$ cat config.mk
export PLATFORM = sky130hd
export DESIGN_NAME = lft_timebase
export DESIGN_NICKNAME = d
export VERILOG_FILES = /design/src/rtl/lft_pkg.sv /design/src/rtl/lft_prescaler.sv /design/src/rtl/lft_half_div.sv /design/src/rtl/lft_sticky.sv /design/src/rtl/lft_timebase.sv
export SDC_FILE = /design/constraint.sdc
export NUM_CORES = 1
export LEC_CHECK = 0
export ABC_AREA = 1
export BUFFER_PORTS_ARGS = -buffer_cell sky130_fd_sc_hd__clkbuf_2
export CAP_MARGIN = 10
export CORE_UTILIZATION = 50
export CTS_CLUSTER_SIZE = 24
export DETAILED_ROUTE_END_ITERATION = 10
export PLACE_DENSITY = 0.71
export SKIP_LAST_GASP = 1
export SLEW_MARGIN = 0
export SYNTH_ARGS = -nofsm -noshare
export SYNTH_HDL_FRONTEND = slang
export SYNTH_HIERARCHICAL = 1
export SYNTH_SLANG_ARGS = --single-unit
$ cat constraint.sdc
create_clock -name clk_xtal -period 2.75 [get_ports clk_xtal]
set_input_delay 0.275 -clock clk_xtal [delete_from_list [all_inputs] [get_ports clk_xtal]]
set_output_delay 0.275 -clock clk_xtal [all_outputs]
set_load 0.005 [all_outputs]
$ cat src/rtl/lft_pkg.sv
package lft_pkg;
  // Enable register layout: bit 0 half-second stage, bit 1 NMI.
  typedef struct packed {
    logic nmi_en;
    logic half_en;
  } lft_cfg_t;

  localparam int unsigned LFT_CFG_W = $bits(lft_cfg_t);
  localparam int unsigned LFT_NUM_REQ = 2;
  localparam int unsigned LFT_REQ_HALF = 0;
  localparam int unsigned LFT_REQ_NMI = 1;
endpackage

$ cat src/rtl/lft_prescaler.sv
// Free-running low stage: frame strobe on wrap, square wave from one bit.
module lft_prescaler #(
  parameter int unsigned LO_W   = 9,
  parameter int unsigned TAP_SQ = 5
) (
  input  logic clk,
  input  logic rst_n,
  input  logic run,
  output logic sq_out,
  output logic tick
);
  localparam int unsigned TAP = (TAP_SQ < LO_W) ? TAP_SQ : LO_W - 1;

  logic [LO_W-1:0] cnt_q;

  always_ff @(posedge clk or negedge rst_n) begin
    if (!rst_n) begin
      cnt_q <= '0;
    end else if (run) begin
      cnt_q <= cnt_q + 1'b1;
    end
  end

  assign tick   = run & (&cnt_q);
  assign sq_out = run & cnt_q[TAP];
endmodule

$ cat src/rtl/lft_half_div.sv
// Gated high stage: counts frame strobes, cleared while disabled.
module lft_half_div #(
  parameter int unsigned HI_W = 5
) (
  input  logic clk,
  input  logic rst_n,
  input  logic en,
  input  logic tick,
  output logic strobe
);
  logic [HI_W-1:0] cnt_q;

  always_ff @(posedge clk or negedge rst_n) begin
    if (!rst_n) begin
      cnt_q <= '0;
    end else if (!en) begin
      cnt_q <= '0;
    end else if (tick) begin
      cnt_q <= cnt_q + 1'b1;
    end
  end

  assign strobe = en & tick & (&cnt_q);
endmodule

$ cat src/rtl/lft_sticky.sv
// Request flag: set dominates acknowledge.
module lft_sticky (
  input  logic clk,
  input  logic rst_n,
  input  logic set,
  input  logic ack,
  output logic flag
);
  always_ff @(posedge clk or negedge rst_n) begin
    if (!rst_n) begin
      flag <= 1'b0;
    end else if (set) begin
      flag <= 1'b1;
    end else if (ack) begin
      flag <= 1'b0;
    end
  end
endmodule

$ cat src/rtl/lft_timebase.sv
module lft_timebase
  import lft_pkg::*;
#(
  parameter int unsigned LO_W   = 9,
  parameter int unsigned HI_W   = 5,
  parameter int unsigned TAP_SQ = 5
) (
  input  logic                 clk_xtal,
  input  logic                 rst_n,
  input  logic                 xtal_run,
  input  logic                 cfg_wr_en,
  input  logic [LFT_CFG_W-1:0] cfg_wr_data,
  input  logic                 ack_half,
  input  logic                 ack_nmi,
  output logic                 irq_half,
  output logic                 nmi_req,
  output logic                 frame_tick,
  output logic                 clk_512
);
  lft_cfg_t cfg_q;
  logic     tick_w;
  logic     half_w;
  logic [LFT_NUM_REQ-1:0] set_v;
  logic [LFT_NUM_REQ-1:0] ack_v;
  logic [LFT_NUM_REQ-1:0] flag_v;

  always_ff @(posedge clk_xtal or negedge rst_n) begin
    if (!rst_n) begin
      cfg_q <= '0;
    end else if (cfg_wr_en) begin
      cfg_q <= lft_cfg_t'(cfg_wr_data);
    end
  end

  lft_prescaler #(.LO_W(LO_W), .TAP_SQ(TAP_SQ)) u_pre (
    .clk    (clk_xtal),
    .rst_n  (rst_n),
    .run    (xtal_run),
    .sq_out (clk_512),
    .tick   (tick_w)
  );

  lft_half_div #(.HI_W(HI_W)) u_half (
    .clk    (clk_xtal),
    .rst_n  (rst_n),
    .en     (cfg_q.half_en),
    .tick   (tick_w),
    .strobe (half_w)
  );

  assign set_v[LFT_REQ_HALF] = half_w;
  assign set_v[LFT_REQ_NMI]  = tick_w & cfg_q.nmi_en;
  assign ack_v[LFT_REQ_HALF] = ack_half;
  assign ack_v[LFT_REQ_NMI]  = ack_nmi;

  for (genvar g = 0; g < LFT_NUM_REQ; g++) begin : g_req
    lft_sticky u_flag (
      .clk   (clk_xtal),
      .rst_n (rst_n),
      .set   (set_v[g]),
      .ack   (ack_v[g]),
      .flag  (flag_v[g])
    );
  end

  assign irq_half   = flag_v[LFT_REQ_HALF];
  assign nmi_req    = flag_v[LFT_REQ_NMI];
  assign frame_tick = tick_w;
endmodule

Word-level counts from Yosys, hierarchy flattened
Cells that the tools add are included.
- output and inout bits: 4
- word-level logic and storage cells: 24
- register bits after elaboration: 18
- reductions and logical operators: 4
- multiplexer cells: 6
- add/sub/neg operators: 2
- bitwise gates (word level): 5
- eq/ne operators: 1
- operator list (operator ; count):
    $mux W5 ; 2
    $add A9 B1 Y9 const B ; 1
    $reduce_and A9 Y1 ; 1
    $add A5 B1 Y5 const B ; 1
    $and A1 B1 Y1 ; 5
    $reduce_and A5 Y1 ; 1
    $mux W1 ; 4
    $reduce_bool A2 Y1 ; 2
    $ne A2 B1 Y1 const B ; 1

Longest topological paths before layout
Gate-level depths: netlist of run 1.
- depth after elaboration: 5
- mapped depth: 11
- gate-level depth less buffers: 11

Modules after synthesis
Netlist of run 1, hierarchy kept.
- modules (own cells, without submodules) (module ; instances ; cells an instance ; sequential area each (sq um) ; area each (sq um)):
    lft_prescaler ; 1 ; 56 ; 225.2 ; 496.7
    lft_half_div ; 1 ; 29 ; 125.1 ; 254.0
    lft_timebase ; 1 ; 11 ; 50.0 ; 83.8
    lft_sticky ; 2 ; 5 ; 25.0 ; 40.0

Worst setup path before layout of run 1
OpenSTA, ideal clock, no wires.
- path kind: reg-to-reg
- start point: register u_pre.cnt_q[0]
- end point: register u_half.cnt_q[3]
- setup slack: 1.136 ns
- library setup time: 0.117 ns
- period minus slack after synthesis: 1.614 ns
- data arrival time: 1.498 ns
- stages on the path, launching flop included: 12
- required time: 2.633 ns
- cells stage by stage: dfrtp_1 > ha_1 > nand3_1 > nor3_1 > ha_1 > nand2_1 > inv_1 > nand2_2 > nor2_2 > nand2_1 > nand2_1 > nor2_1
- longest elaborated chain between the ends: 3
- RTL lines (element ; line ; text):
    from (decl) ; lft_prescaler.sv:14 ; logic [LO_W-1:0] cnt_q;
    from (signal assigned) ; lft_prescaler.sv:20 ; cnt_q <= cnt_q + 1'b1;
    $reduce_and A9 Y1 ; lft_prescaler.sv:24 ; assign tick = run & (&cnt_q);
    $and A1 B1 Y1 ; lft_prescaler.sv:24 ;
    net frame_tick ; lft_timebase.sv:17 ; output logic frame_tick,
    $ne A2 B1 Y1 (no source line) ; - ;
    to (signal assigned) ; lft_half_div.sv:19 ; cnt_q <= cnt_q + 1'b1;
    to (decl) ; lft_half_div.sv:11 ; logic [HI_W-1:0] cnt_q;
The timed path passes the listed nets, and every way through them passes these cells.
A chain may end at the register's enable or synchronous reset.

Worst setup path in the final report of run 1
- start point: register u_pre.cnt_q[0]
- end point: output frame_tick
- longest elaborated chain between the ends: 2
- RTL lines (element ; line):
    $reduce_and A9 Y1 ; lft_prescaler.sv:24
    $and A1 B1 Y1 ; lft_prescaler.sv:24
    to (decl) ; lft_timebase.sv:17
Every way passes these cells.

==> results.yml, run 1 <==
timing:
  hold_ws_ns: 0.189
  finalSetupViolations: 0
  setup_tns_ns: 0
  hold_violations: 0
  fin_ws_ns: 0.695
  slew-limit-headroom_pct: 69.7
  fmax_mhz: 487
  rsz0062_at_grt: "no"
  skew_ns: 0.000622
  period_share_pct: 74.7
  maxSlewViolCount: 0
  period_needed_ns: 2.05
  tightestPinTransition_ns: 0.454
final_layout:
  layout-drive-gt1-share_pct: 21.5
  final_cells: 146
  mostFrequentLayoutCells: "nand2_1, inv_1, dfrtp_1, clkbuf_2, nand3_1"
  fin_util_pct: 60.0
  syn_to_final_growth_pct: 13.3
  antenna_cells: 0
  mostFrequentLayoutCell: "nand2_1"
  fin_nets: 134
  postLayoutCellArea_sq_um: 1040
setup_path:
  cp-end-kind: "output pin"
  worstSetupPathType: "reg2out"
  crit_path_start_kind: "flip-flop"
  cp_cell_sequence: "ha_1 > nand3_1 > nor3_1 > ha_1 > nand2_1 > inv_1 > clkbuf_2"
  cpMostUsedCell: "ha_1"
  cp_top_family: "adder cells"
  slowest_delay_ns: 0.41
  critPathArrivalTime_ns: 1.78
  cp.required_ns: 2.48
  critPathMaxFanout: 10
  timing.critical_path.buf_inv: 2
  crit_slowest_cell: "dfrtp_1"
power_and_ir_drop:
  irDropWorstVdd_uv: 476
  switchingPower_mw: 0.246
  leakage_nw: 0.591
  p_int_mw: 0.481
  combPwrFrac_pct: 25.8
  pwr-share-seq_pct: 52.1
  p_total_mw: 0.727
  p_per_area_nw_per_um2: 702
  switching_share_pct: 33.9
  pwr-share-clk_pct: 22.1
routing:
  drt-wirelength-per-cell_um: 9.60
  postRouteAntennaNets: 0
  viasPerCell: 4.47
  vias: 652
  firstDrtPassIters: 4
  drc: 0
  drtIter0Drc: 6
  drt-total-wl_um: 1400
floorplan:
  row_count: 15
  die_area_sq_um: 2000
  io_pins: 12
  start_util_pct: 53.0
  coreArea_sq_um: 1730
  die_x_um: 44.8
  die_h_um: 44.8
placement:
  io_buffers: 11
  dp_hpwl_um: 1040
  dp.cells: 141
  dpl-instance-area_sq_um: 990
  dp_slack_ns: 0.987
  gp_congestion: 0.709
global_route:
  grt_max_degree: 19
  antenna_found_initial: 0
  grt_overflow: 0
  grt_usage_pct: 15.3
  grt_pass1_wl_um: 2230
  grt_pass1_vias: 563
clock_network:
  path_clk_slew_ns: 0.10
  clkLatencyLatePin_ns: 0.28
  cts_buffers: 3
  clock-root-buffer: "clkbuf_4"
  cts_htree_levels: 1
  cts_buffer_depth: 2
  cts_num_sinks: 18
  cts_tree: "done"
synthesis:
  syn_area_per_cell_sq_um: 8.63
  synthCells: 106
  yosys_warnings: 6
  synth.cell_area_sq_um: 915
  seq_area_frac_synth_pct: 49.2
  synth_cell_type_count: 19
  synth-seq-cells: 18
  synth_fp_nets: 118
min_path:
  hp-class: "in2reg"
run_status:
  outcome: "finished clean"
flow_run:
  maxCapViolCount: 0
state kept, by name, indices dropped and copies added (netlist names):
signal,count
u_pre/cnt_q,9
cfg_q,2
g_req.u_flag/flag,2
u_half/cnt_q,5
power by group through the flow:
stage / logic (mW) / clock network [mW] / registers, mW
floorplan: 0.155 / 0 / 0.373
global placement: 0.184 / 0 / 0.381
detailed placement: 0.189 / 0 / 0.385
CTS: 0.191 / 0.170 / 0.379
global route: 0.222 / 0.176 / 0.388
finish: 0.187 / 0.161 / 0.379
synth_stat cells, drive strengths merged:
cell type / instances / area, sq um
a21oi: 2 / 10.0
and3: 2 / 13.8
buf: 1 / 11.3
dfrtp: 18 / 450
ha: 4 / 50.1
inv: 18 / 67.6
mux2: 2 / 22.5
nand2: 37 / 154
nand3: 8 / 40.0
nand3b: 1 / 7.51
nor2: 7 / 46.3
nor3: 1 / 5.00
o21ai: 2 / 10.0
xor2: 3 / 26.3
cell families after synthesis:
logic type / share of synthesized area [%]
multiplexers: 2.46
AND/OR/NAND/NOR: 29.1
buffers and inverters: 8.62
AO/OA/AOI/OAI: 2.19
XOR/XNOR: 2.87
adder cells (fa/ha/maj): 5.47
flip-flops: 49.2
timing repair:
action                                 in CTS  in global routing
setup endpoints to repair                   0                  0
gates resized for setup                     0                  0
hold buffers                                1                  0
endpoints found under the hold margin      18                  0
buffers inserted                            0                  0
routing by layer:
metal | global-route usage, % | wire length (um)
met4 | 7.27 | 0
met2 | 22.6 | 615
met3 | 2.40 | 26
met5 | 0 | 0
met1 | 22.0 | 759
worst paths after layout:
| path | from | to | slack, ns | cells past startpoint |
|---|---|---|---|---|
| setup / recovery | u_pre/cnt_q[0]$_DFFE_PN0P_ | frame_tick | 0.70 | 7 |
| setup reg to reg | u_pre/cnt_q[0]$_DFFE_PN0P_ | u_half/cnt_q[3]$_DFFE_PN0P_ | 0.99 | 11 |
| hold reg to reg | g_req[1].u_flag/flag$_DFFE_PN0P_ | g_req[1].u_flag/flag$_DFFE_PN0P_ | 0.48 | 2 |
| hold / removal | cfg_wr_data[0] | cfg_q[0]$_DFFE_PN0P_ | 0.19 | 3 |
| min in group asynchronous | rst_n | u_pre/cnt_q[6]$_DFFE_PN0P_ | 0.46 | 2 |
| max in group asynchronous | rst_n | u_pre/cnt_q[0]$_DFFE_PN0P_ | 1.99 | 2 |
tightest hold or removal path: stages:
cell and delay (ns):
clkbuf_2 0.08, nand2_1 0.04, nand2_1 0.06
cell type report:
type	instances	area, sq um
repair buffers	12	65.1
fillers	166	691
multi-input cells	69	385
well taps	25	31.3
clock buffers	4	36.3
flip-flops and latches	18	450
inverters	18	67.6
(Power assumes the default switching activity.)
==> run 2, diff against run 1 <==
clock period = 1.9 ns   (was 2.75 ns; I/O delays follow)
==> run 2 against run 1 <==
Effect of this change: register-to-register slack lost 0.69 ns; hold slack got worse by 0.088 ns; worst setup slack lost 0.59 ns; sequential share of layout area shrank 1.1 points; die area stayed put; core utilization grew 1.6 points; first-iteration DRC count grew 33%; global-route usage unchanged; clock skew increased by 0.00062 ns; critical path depth unchanged; largest cell class unchanged.
==> results.yml, run 2 (synthesis gave the netlist of run 1 again) <==
placement:
  dp_hpwl_um: 1040
  dp_slack_ns: 0.137
  io_buffers: 11
  gp_congestion: 0.709
  dpl-instance-area_sq_um: 990
final_layout:
  antenna_cells: 0
  regMostFlops: "u_pre/cnt_q"
  syn_to_final_growth_pct: 16.3
  largest_register_ffs: 9
  mostFrequentLayoutCells: "nand2_1, dfrtp_1, inv_1, clkbuf_2, nand3_1"
  postLayoutCellArea_sq_um: 1060
  fillerInstances: 160
  top_regs: "u_pre/cnt_q: 9 flops, u_half/cnt_q: 5 flops"
  mostFrequentLayoutCell: "nand2_1"
  layout-drive-gt1-share_pct: 24.6
  fin_nets: 135
power_and_ir_drop:
  leakage_nw: 0.594
  p_total_mw: 1.10
  combPwrFrac_pct: 28.1
  p_per_area_nw_per_um2: 1040
  switching_share_pct: 34.4
  pwr-share-clk_pct: 21.1
  switchingPower_mw: 0.379
  pwr-share-seq_pct: 50.8
  irDropWorstVdd_uv: 765
  p_int_mw: 0.722
routing:
  drc: 0
  postRouteAntennaNets: 0
  firstDrtPassIters: 3
  drt-wirelength-per-cell_um: 9.76
  drt-total-wl_um: 1430
  viasPerCell: 4.53
  vias: 666
  drtIter0Drc: 8
run_status:
  outcome: "finished clean"
clock_network:
  cts_num_sinks: 18
  clock-root-buffer: "clkbuf_4"
  cts_tree: "done"
  path_clk_slew_ns: 0.10
  cts_htree_levels: 1
  cts_buffers: 3
  clkLatencyLatePin_ns: 0.29
  cts_buffer_depth: 2
floorplan:
  row_count: 15
  die_area_sq_um: 2000
  die_x_um: 44.8
  io_pins: 12
  coreArea_sq_um: 1730
  die_h_um: 44.8
  start_util_pct: 53.0
global_route:
  grt_pass1_vias: 563
  grt_max_degree: 19
  grt_usage_pct: 15.3
  grt_pass1_wl_um: 2230
  grt_overflow: 0
  antenna_found_initial: 0
timing:
  slew-limit-headroom_pct: 69.3
  fin_ws_ns: 0.110
  period_share_pct: 94.2
  period_needed_ns: 1.79
  maxSlewViolCount: 0
  skew_ns: 0.00124
  tightestPinTransition_ns: 0.461
  hold_violations: 0
  fmax_mhz: 559
  finalSetupViolations: 0
  setup_tns_ns: 0
setup_path:
  critPathMaxFanout: 10
  r2r-start: "u_pre/cnt_q[0]$_DFFE_PN0P_"
  critPathArrivalTime_ns: 1.60
  worstSetupPathType: "reg2out"
  crit_path_start_kind: "flip-flop"
  crit_start: "u_pre/cnt_q[0]$_DFFE_PN0P_"
  cp-end-kind: "output pin"
  cp.required_ns: 1.71
flow_run:
  maxCapViolCount: 0
min_path:
  hp-class: "in2reg"
  worstHoldStart: "cfg_wr_data[0]"
==> run 2: cell types whose count changed in the layout (fill, tap and decap cells not counted) <==
cell    previous run  this run
inv_4              0         1
buf_4              0         1
ha_4               0         1
inv_1             18        17
nor3_1             1         0
nor3_2             0         1
ha_1               4         3
==> run 2: what timing repair did <==
| item | in CTS | in global routing |
|---|---|---|
| gates resized for setup | 1 | 4 |
| setup endpoints to repair | 1 | 1 |
| endpoints found under the hold margin | 18 | 0 |
| pin swaps | 0 | 1 |
| buffers inserted | 0 | 1 |
| hold buffers | 1 | 0 |
==> run 2: power by group through the flow <==
stage | Clock, mW | Sequential (mW) | Combinational (mW)
after global placement | 0 | 0.551 | 0.267
after global routing | 0.254 | 0.569 | 0.358
after floorplan | 0 | 0.539 | 0.224
final | 0.232 | 0.559 | 0.310
after detailed placement | 0 | 0.558 | 0.273
after CTS | 0.246 | 0.549 | 0.276
==> run 2: per-layer routing <==
metal  wire (um)  vias up  global-route usage [%]
li1            -      354                       -
met1         775      304                    22.0
met2         616        6                    22.6
met3          28        2                    2.40
met4          14        0                    7.27
met5           0        -                       0
==> run 2: per-stage QoR <==
step / hold WS (ns) / cells / utilization (%)
after detailed placement: 0.156 / 141 / 57.3
final: 0.100 / 147 / 61.6
after floorplan: -0.106 / 106 / -
after CTS: 0.0921 / 146 / 60.0
after global placement: 0.159 / 141 / 57.3
after global routing: 0.0977 / 147 / 61.6
==> run 2: worst paths after layout <==
path	to	slack [ns]	cells past startpoint
setup / recovery	frame_tick	0.11	7
hold / removal	cfg_q[0]$_DFFE_PN0P_	0.10	3
setup reg to reg	u_half/cnt_q[3]$_DFFE_PN0P_	0.30	11
hold reg to reg	g_req[1].u_flag/flag$_DFFE_PN0P_	0.48	2
max in group asynchronous	u_pre/cnt_q[7]$_DFFE_PN0P_	1.22	2
min in group asynchronous	u_pre/cnt_q[6]$_DFFE_PN0P_	0.37	2
==> run 2: final cells by class <==
cell class	instances	area [sq um]	area share, %
Clock buffer	4	36.3	3.41
Inverter	18	70.1	6.59
Multi-Input combinational cell	69	403	37.9
Sequential cell	18	450	42.4
Tap cell	25	31.3	2.94
Timing Repair Buffer	13	72.6	6.82
==> run 2: critical path: stages (launching register included) <==
cell and delay (ns):
dfrtp_1 0.45, ha_4 0.17, nand3_1 0.09, nor3_2 0.13, ha_1 0.16, nand2_1 0.08, inv_4 0.11, clkbuf_2 0.12
